--- src/rtl/ring_capture_pkg.sv ---
package ring_capture_pkg;
   typedef enum logic [1:0] {
      CAP_IDLE = 2'd0,
      CAP_RUN  = 2'd1,
      CAP_POST = 2'd2,
      CAP_DONE = 2'd3
   } cap_state_t;
endpackage

--- src/rtl/ring_capture_ctrl.sv ---
module ring_capture_ctrl
   import ring_capture_pkg::*;
#(
   parameter int POST_W = 8,
   parameter int AW     = 4
) (
   input  logic              clk,
   input  logic              rst_n,
   input  logic              arm,
   input  logic              trig,
   input  logic              sample_en,
   input  logic              qualify,
   input  logic [POST_W-1:0] post_count,
   input  logic [AW-1:0]     wr_ptr,
   output cap_state_t        state,
   output logic              store,
   output logic [AW-1:0]     trig_addr
);
   logic [POST_W-1:0] remain;
   logic              active;

   always_comb begin
      active = (state == CAP_RUN) || (state == CAP_POST);
      store  = active && !arm && sample_en && qualify;
   end

   always_ff @(posedge clk) begin
      if (!rst_n) begin
         state     <= CAP_IDLE;
         remain    <= '0;
         trig_addr <= '0;
      end else if (arm) begin
         state  <= CAP_RUN;
         remain <= '0;
      end else begin
         case (state)
            CAP_RUN: begin
               if (trig) begin
                  trig_addr <= wr_ptr;
                  if (post_count == '0) begin
                     state <= CAP_DONE;
                  end else begin
                     remain <= post_count;
                     state  <= CAP_POST;
                  end
               end
            end
            CAP_POST: begin
               if (store) begin
                  remain <= remain - POST_W'(1);
                  if (remain == POST_W'(1)) state <= CAP_DONE;
               end
            end
            default: ;
         endcase
      end
   end
endmodule

--- src/rtl/ring_capture_ptr.sv ---
module ring_capture_ptr #(
   parameter int DEPTH = 16,
   parameter int AW    = 4
) (
   input  logic          clk,
   input  logic          rst_n,
   input  logic          clear,
   input  logic          store,
   output logic [AW-1:0] wr_ptr,
   output logic          wrapped
);
   localparam logic [AW-1:0] LAST_SLOT = AW'(DEPTH - 1);

   always_ff @(posedge clk) begin
      if (!rst_n || clear) begin
         wr_ptr  <= '0;
         wrapped <= 1'b0;
      end else if (store) begin
         wr_ptr <= wr_ptr + AW'(1);
         if (wr_ptr == LAST_SLOT) wrapped <= 1'b1;
      end
   end
endmodule

--- src/rtl/ring_capture_stamp.sv ---
module ring_capture_stamp #(
   parameter int TS_W     = 16,
   parameter bit STAMP_EN = 1'b1
) (
   input  logic            clk,
   input  logic            rst_n,
   input  logic            clear,
   output logic [TS_W-1:0] stamp
);
   generate
      if (STAMP_EN) begin : g_count
         logic [TS_W-1:0] cnt;
         always_ff @(posedge clk) begin
            if (!rst_n || clear) cnt <= '0;
            else                 cnt <= cnt + TS_W'(1);
         end
         assign stamp = cnt;
      end else begin : g_none
         assign stamp = '0;
      end
   endgenerate
endmodule

--- src/rtl/ring_capture_mem.sv ---
module ring_capture_mem #(
   parameter int DEPTH   = 16,
   parameter int AW      = 4,
   parameter int WORD_W  = 32,
   parameter bit OUT_REG = 1'b1
) (
   input  logic              clk,
   input  logic              rst_n,
   input  logic              we,
   input  logic [AW-1:0]     waddr,
   input  logic [WORD_W-1:0] wdata,
   input  logic              re,
   input  logic [AW-1:0]     raddr,
   output logic              rvalid,
   output logic [WORD_W-1:0] rdata
);
   logic [WORD_W-1:0] store_q [DEPTH];

   always_ff @(posedge clk) begin
      if (we) store_q[waddr] <= wdata;
   end

   generate
      if (OUT_REG) begin : g_reg
         logic [WORD_W-1:0] rd_q;
         logic              rv_q;
         always_ff @(posedge clk) begin
            if (!rst_n) rv_q <= 1'b0;
            else        rv_q <= re;
            if (re) rd_q <= store_q[raddr];
         end
         assign rvalid = rv_q;
         assign rdata  = rd_q;
      end else begin : g_comb
         assign rvalid = re;
         assign rdata  = store_q[raddr];
      end
   endgenerate
endmodule

--- src/rtl/ring_capture.sv ---
module ring_capture
   import ring_capture_pkg::*;
#(
   parameter int DATA_W   = 16,
   parameter int DEPTH    = 16,
   parameter int TS_W     = 16,
   parameter int POST_W   = 8,
   parameter bit STAMP_EN = 1'b1,
   parameter bit OUT_REG  = 1'b1
) (
   input  logic                     clk,
   input  logic                     rst_n,
   input  logic                     arm,
   input  logic                     sample_en,
   input  logic [DATA_W-1:0]        sample_data,
   input  logic                     qualify,
   input  logic                     trig,
   input  logic [POST_W-1:0]        post_count,
   output logic                     capturing,
   output logic                     done,
   output logic                     wrapped,
   output logic [$clog2(DEPTH)-1:0] trig_addr,
   input  logic                     rd_en,
   input  logic [$clog2(DEPTH)-1:0] rd_idx,
   output logic                     rd_valid,
   output logic [DATA_W-1:0]        rd_data,
   output logic [TS_W-1:0]          rd_stamp
);
   localparam int AW     = $clog2(DEPTH);
   localparam int WORD_W = DATA_W + TS_W;

   generate
      if (DEPTH < 2 || (DEPTH & (DEPTH - 1)) != 0) begin : g_bad_depth
         $fatal(1, "ring_capture: DEPTH must be a power of two of at least 2");
      end
      if (DATA_W < 1 || TS_W < 1 || POST_W < 1) begin : g_bad_width
         $fatal(1, "ring_capture: widths must be positive");
      end
   endgenerate

   cap_state_t        state;
   logic              store;
   logic              in_run;
   logic [AW-1:0]     wr_ptr;
   logic [AW-1:0]     rd_addr;
   logic [TS_W-1:0]   stamp;
   logic [WORD_W-1:0] rd_word;

   ring_capture_ctrl #(.POST_W(POST_W), .AW(AW)) u_ctrl (
      .clk(clk), .rst_n(rst_n), .arm(arm), .trig(trig),
      .sample_en(sample_en), .qualify(qualify), .post_count(post_count),
      .wr_ptr(wr_ptr), .state(state), .store(store), .trig_addr(trig_addr)
   );

   ring_capture_ptr #(.DEPTH(DEPTH), .AW(AW)) u_ptr (
      .clk(clk), .rst_n(rst_n), .clear(arm), .store(store),
      .wr_ptr(wr_ptr), .wrapped(wrapped)
   );

   ring_capture_stamp #(.TS_W(TS_W), .STAMP_EN(STAMP_EN)) u_stamp (
      .clk(clk), .rst_n(rst_n), .clear(arm), .stamp(stamp)
   );

   always_comb begin
      in_run    = (state == CAP_RUN);
      capturing = (state == CAP_RUN) || (state == CAP_POST);
      done      = (state == CAP_DONE);
      rd_addr   = (wrapped ? wr_ptr : '0) + rd_idx;
   end

   ring_capture_mem #(.DEPTH(DEPTH), .AW(AW), .WORD_W(WORD_W), .OUT_REG(OUT_REG)) u_mem (
      .clk(clk), .rst_n(rst_n), .we(store), .waddr(wr_ptr),
      .wdata({stamp, sample_data}), .re(rd_en), .raddr(rd_addr),
      .rvalid(rd_valid), .rdata(rd_word)
   );

   assign rd_data  = rd_word[DATA_W-1:0];
   assign rd_stamp = rd_word[WORD_W-1:DATA_W];
endmodule

--- config.mk ---
export PLATFORM = sky130hd
export DESIGN_NAME = ring_capture
export DESIGN_NICKNAME = d
export VERILOG_FILES = /design/src/rtl/ring_capture_pkg.sv /design/src/rtl/ring_capture_ctrl.sv /design/src/rtl/ring_capture_ptr.sv /design/src/rtl/ring_capture_stamp.sv /design/src/rtl/ring_capture_mem.sv /design/src/rtl/ring_capture.sv
export SDC_FILE = /design/constraint.sdc
export NUM_CORES = 1
export LEC_CHECK = 0
export BUFFER_PORTS_ARGS = -buffer_cell sky130_fd_sc_hd__buf_2
export CAP_MARGIN = 20
export CORE_AREA = 2 2 197 296
export DETAILED_ROUTE_END_ITERATION = 7
export DIE_AREA = 0 0 199 298
export PLACE_DENSITY = 0.54
export SYNTH_ARGS = -nofsm -noshare
export SYNTH_HDL_FRONTEND = slang
export SYNTH_SLANG_ARGS = --single-unit
--- constraint.sdc ---
create_clock -name clk -period 12.2 [get_ports clk]
set_input_delay 3.05 -clock clk [delete_from_list [all_inputs] [get_ports clk]]
set_output_delay 3.05 -clock clk [all_outputs]
set_load 0.05 [all_outputs]
### Yosys cells after proc, flatten, opt, wreduce, memory -nomap -nowiden

Memory sizes are Yosys's and may differ from the RTL's. A register that Yosys moved wholly into a read port is not among the register bits.
Cells that the tools add are included.

* logic and storage cells: 56
* output and inout port bits: 40
* input port bits: 35
* register bits after elaboration: 36
* memories: 1
* RAM bits: 512

* reduce and logical (&&, ||, !) cells: 16
* add/subtract/negate cells: 4
* muxes and demuxes: 13
* bitwise operators: 2
* eq/ne operators: 12

Memories
* u_mem.store_q: words 16, width 32, rd ports 1, clocked after Yosys merged registers in 1, write ports 1, RTL line ring_capture_mem.sv:17 `logic [WORD_W-1:0] store_q [DEPTH];`

Operator list (count)
* two-way mux 8 bit: 3
* adder 16 x 1 -> 16 bit (second input constant): 1
* case mux 8 bit (2 select lines): 1
* AND reduction 4 bit: 3
* == test 8 x 1 -> 1 bit (second input constant): 1
* zero test 8 bit: 1
* subtractor 8 x 1 -> 8 bit (second input constant): 1
* two-way mux 2 bit: 3
* != test 2 bit (second input constant): 3
* != test 3 bit (second input constant): 2
* adder 4 x 1 -> 4 bit (second input constant): 1
* adder 4 bit: 1
* == test 2 bit (second input constant): 2
* == test 4 bit (second input constant): 1
* two-way mux 1 bit: 4
* two-way mux 4 bit: 1
* case mux 2 bit (2 select lines): 1
* logical AND 1 bit: 3
* != test 3 x 2 -> 1 bit (second input constant): 1
* AND reduction 3 bit: 1
* nonzero test 3 bit: 1
* == test 2 x 1 -> 1 bit (second input constant): 1
* zero test 1 bit: 2
* logical OR 1 bit: 2
* 5 further kinds: 6

### Depth between registers and ports, before layout

* depth after elaboration: 8
* mapped depth: 9
* mapped depth without buffers: 7

### By module

A second synthesis with hierarchy kept.

* cells, all modules: 1052
* area total of the unflattened synthesis: 22097.4 sq um

By module, submodules not included
* ring_capture_mem: instances 1, area each 20181.9 sq um, cells an instance 840
* ring_capture_ctrl: instances 1, area each 844.6 sq um, cells an instance 99
* ring_capture_stamp: instances 1, area each 716.9 sq um, cells an instance 78
* ring_capture_ptr: instances 1, area each 219.0 sq um, cells an instance 21
* ring_capture: instances 1, area each 135.1 sq um, cells an instance 14

### Worst setup path after synthesis

OpenSTA, ideal clock, no wires.

* path kind: in2reg
* from: input port arm
* to: memory u_mem.store_q[3][0] (enable)
* path slack: 5960 ps
* stages on the path: 4
* data required time: 11739 ps
* arrival time: 5779 ps
* path through: and4bb_1 -> buf_4 -> nand2_1 -> nor3_1

* cells in the longest elaborated chain, start to end: 6

Ends and longest elaborated chain
* start, declared: RTL line ring_capture.sv:13 `input logic arm,`
* zero test 1 bit: RTL line ring_capture_ctrl.sv:24 `store = active && !arm && sample_en && qualify;`
* logical AND 1 bit (3 in a row): RTL line ring_capture_ctrl.sv:24
* two-way mux 1 bit: RTL line ring_capture_mem.sv:20 `if (we) store_q[waddr] <= wdata;`
* two-way mux 1 bit (implied by the code): RTL line ring_capture_mem.sv:20
* end, declared: RTL line ring_capture_mem.sv:17

No other way between the ends.

### Final worst setup path

* from: input port rd_idx[0]
* to: register u_mem.g_reg.rd_q[1] (netlist: u_mem.rdata[1]) (read register of u_mem.store_q), data pin

* cells in the longest elaborated chain, start to end: 1

Ends and longest elaborated chain
* start, declared: RTL line ring_capture.sv:24 `input logic [$clog2(DEPTH)-1:0] rd_idx,`
* adder 4 bit: RTL line ring_capture.sv:68 `rd_addr = (wrapped ? wr_ptr : '0) + rd_idx;`
* end, declared: RTL line ring_capture_mem.sv:25 `logic [WORD_W-1:0] rd_q;`

No other way between the ends.
A chain may end at the register's enable or synchronous reset.

==> results_dict.tcl <==
set metrics [dict create \
    yosysUniqueCellTypes 46 \
    crit_fanout 56 \
    track_usage_pct 17.2 \
    vdd_drop_max_v 0.000108 \
    clkSinkCount 580 \
    drc_errors 0 \
    post-cts-setup-buffer-count 0 \
    synth-async-reset-ratio_pct 0 \
    hold_violations 0 \
    slew_violations 0 \
    ctsResizeCount 0 \
    synthesis.nets 1165 \
    netlist_instances 1116 \
    core-area_um2 56600 \
    end_kind "flip-flop" \
    cts_hold_buffers 0 \
    ys_seq_area_share_pct 75.9 \
    rsz0062_at_grt "no" \
    syn_area_um2 22500 \
    final_area_um2 25400 \
    avgSynthCellArea_um2 20.1 \
    yosys_warnings 0 \
    tightest_slew_ns 1.09 \
    wl_um 49800 \
    final_cell_mix "edfxtp_1 (544), mux4_2 (128), nand2_1 (82), buf_2 (74), clkbuf_16 (54)" \
    top_level_ports 75 \
    numCtsBuffers 53 \
    dieArea_um2 59300 \
    layout_setup_ws_ns 6.16 \
    cts-htree-levels 2 \
    cts_buffer_depth 3 \
    clk_latency_ns 0.58 \
    io_buffers 74 \
    hold_path.class "flip-flop to flip-flop" \
    outcome "finished clean" \
    layout_commonest_cell "edfxtp_1" \
    antenna_cells 0 \
    period_share_pct 49.5 \
    power.density_nw_per_um2 155 \
    start_util_pct 39.7 \
    grt_pass1_wl_um 74600 \
    p_leak_nw 8.23 \
    finalSetupTns_ns 0 \
    grt_overflow 0 \
    drive_above_1_share_pct 26.6 \
    die_height_um 298 \
    die_w_um 199 \
    rows 107 \
    dr.pass1.iters 5 \
    fin_crit_ns 6.04 \
    finalSetupViolCount 0 \
    synth-main-ff-cell "edfxtp_1" \
    cp_data_required_time_ns 12.49 \
    whs_ns 0.468 \
    fin_worst_skew_ns 0.0227 \
    synth-edff-count 544 \
    nFillCells 4822 \
    grt_max_degree 113 \
    vias_per_cell 5.35 \
    max_cap_violations 0 \
    drt_iter0_drc 825 \
    fmax_ghz 0.166 \
    slew_headroom_pct 27.2 \
    cts.clk_slew.worst_paths_ns 0.06 \
    cts_tree "done" \
    ant_nets 0 \
    cts_root_buf "clkbuf_16" \
    finalWeightedCongestion 0.718 \
    wl_per_cell_um 24.7 \
    ys_ff_latch 580 \
    hpwl_um 23800 \
    synthToLayoutAreaGrowth_pct 13.1 \
    antenna_found_initial 0 \
    post-place-ws_ns 5.50 \
    grt_pass1_vias 11700 \
    num_vias 10800 \
    place_area_um2 23800 \
    worstPathArrival_ns 6.33 \
    cp-start-kind "input pin" \
    critPathKind "input pin to flip-flop" \
    nNetsFinal 1264 \
]
flip-flops by register name, summed over array words and instances (netlist names):
signal and count:
u_mem.rvalid 1, u_stamp.stamp 16, u_mem.rdata 32, u_mem.store_q 512, u_ctrl.remain 8, u_ptr.wr_ptr 4
u_ctrl.trig_addr 4, u_ctrl.state 2, u_ptr.wrapped 1
cell usage after synthesis (2+ instances only):
master    number  area [um2]
nand2_1       82         308
nor4_1         3        18.8
nor3_1         6        30.0
ha_1          13         163
dfxtp_1       36         721
and3_1         3        18.8
mux2i_1        5        50.1
edfxtp_1     544       16300
buf_1          3        11.3
buf_2         20         100
nand4_1        3        18.8
mux4_2       128        2880
a211o_1        3        26.3
nor2b_1        8        50.1
xor2_2         2        32.5
clkbuf_1      20        75.1
buf_6         10         113
buf_4          2        15.0
a21oi_1       13        65.1
and2_1        37         231
xnor2_1        7        61.3
or3_1          3        18.8
o21ai_0        4        20.0
xor2_1        10        87.6
nand2b_1       6        37.5
o32ai_1        4        35.0
nand3b_1       2        15.0
nor2_1        44         165
a31oi_1       33         206
a211oi_2      18         225
nand3_1        8        40.0
a211oi_1      14         105
inv_1          9        33.8
critical path, stage by stage:
cell and delay (ns):
buf_2 0.12, ha_4 0.16, fa_4 1.26, buf_4 0.79, mux4_2 0.41, and2_1 0.17, a211oi_1 0.22, a31oi_1 0.06
routing by layer:
layer / GRT usage (%) / part of all wire (%)
met1: 22.1 / 41
met5: 0 / 0
met4: 4.51 / 2.1
met2: 30.6 / 53
met3: 2.42 / 4.0
per-stage QoR:
step                power [mW]  instances  util, %
floorplan                 2.36       1116        -
global route              4.05       2017     44.9
global placement          2.41       1923     42.1
detailed placement        2.42       1923     42.1
CTS                       3.98       2017     44.9
finish                    3.93       2017     44.9
area by class of cell:
| type | instances | area (um2) | share of cell area [%] |
|---|---|---|---|
| Tap cell | 763 | 955 | 3.76 |
| Inverter | 9 | 33.8 | 0.133 |
| Sequential cell | 580 | 17100 | 67.1 |
| Timing Repair Buffer | 99 | 571 | 2.25 |
| Multi-Input combinational cell | 472 | 5210 | 20.5 |
| Clock inverter | 13 | 93.8 | 0.369 |
| Clock buffer | 81 | 1490 | 5.87 |
power breakdown:
group	switching (mW)	internal, mW	leakage, nW
Combinational	0.120	0.0675	2.05
Clock	0.699	0.860	0.763
Sequential	0.00671	2.17	5.42
Total	0.825	3.10	8.23
cell families (layout without fill, tap and decap cells):
group / count (synthesis) / in the layout / synth area share (%)
flip-flops: 580 / 580 / 75.9
AND/OR/NAND/NOR: 209 / 209 / 4.41
multiplexers: 133 / 133 / 13.1
AO/OA/AOI/OAI: 96 / 96 / 3.31
buffers and inverters: 64 / 202 / 1.55
XOR/XNOR: 20 / 20 / 0.930
adder cells (fa/ha/maj): 14 / 14 / 0.813
path summary, 6_finish.rpt:
path / startpoint / end / slack, ns / cells after the start
worst min register to register: u_ctrl.remain[7] / u_ctrl.remain[7] / 0.47 / 2
worst max-delay path: rd_idx[0] / u_mem.rdata[1] / 6.16 / 8
worst max register to register: u_ptr.wr_ptr[0] / u_mem.rdata[1] / 8.17 / 8
worst min-delay path: u_ctrl.remain[7] / u_ctrl.remain[7] / 0.47 / 2
Note: power is estimated with default switching activity, not from simulation.
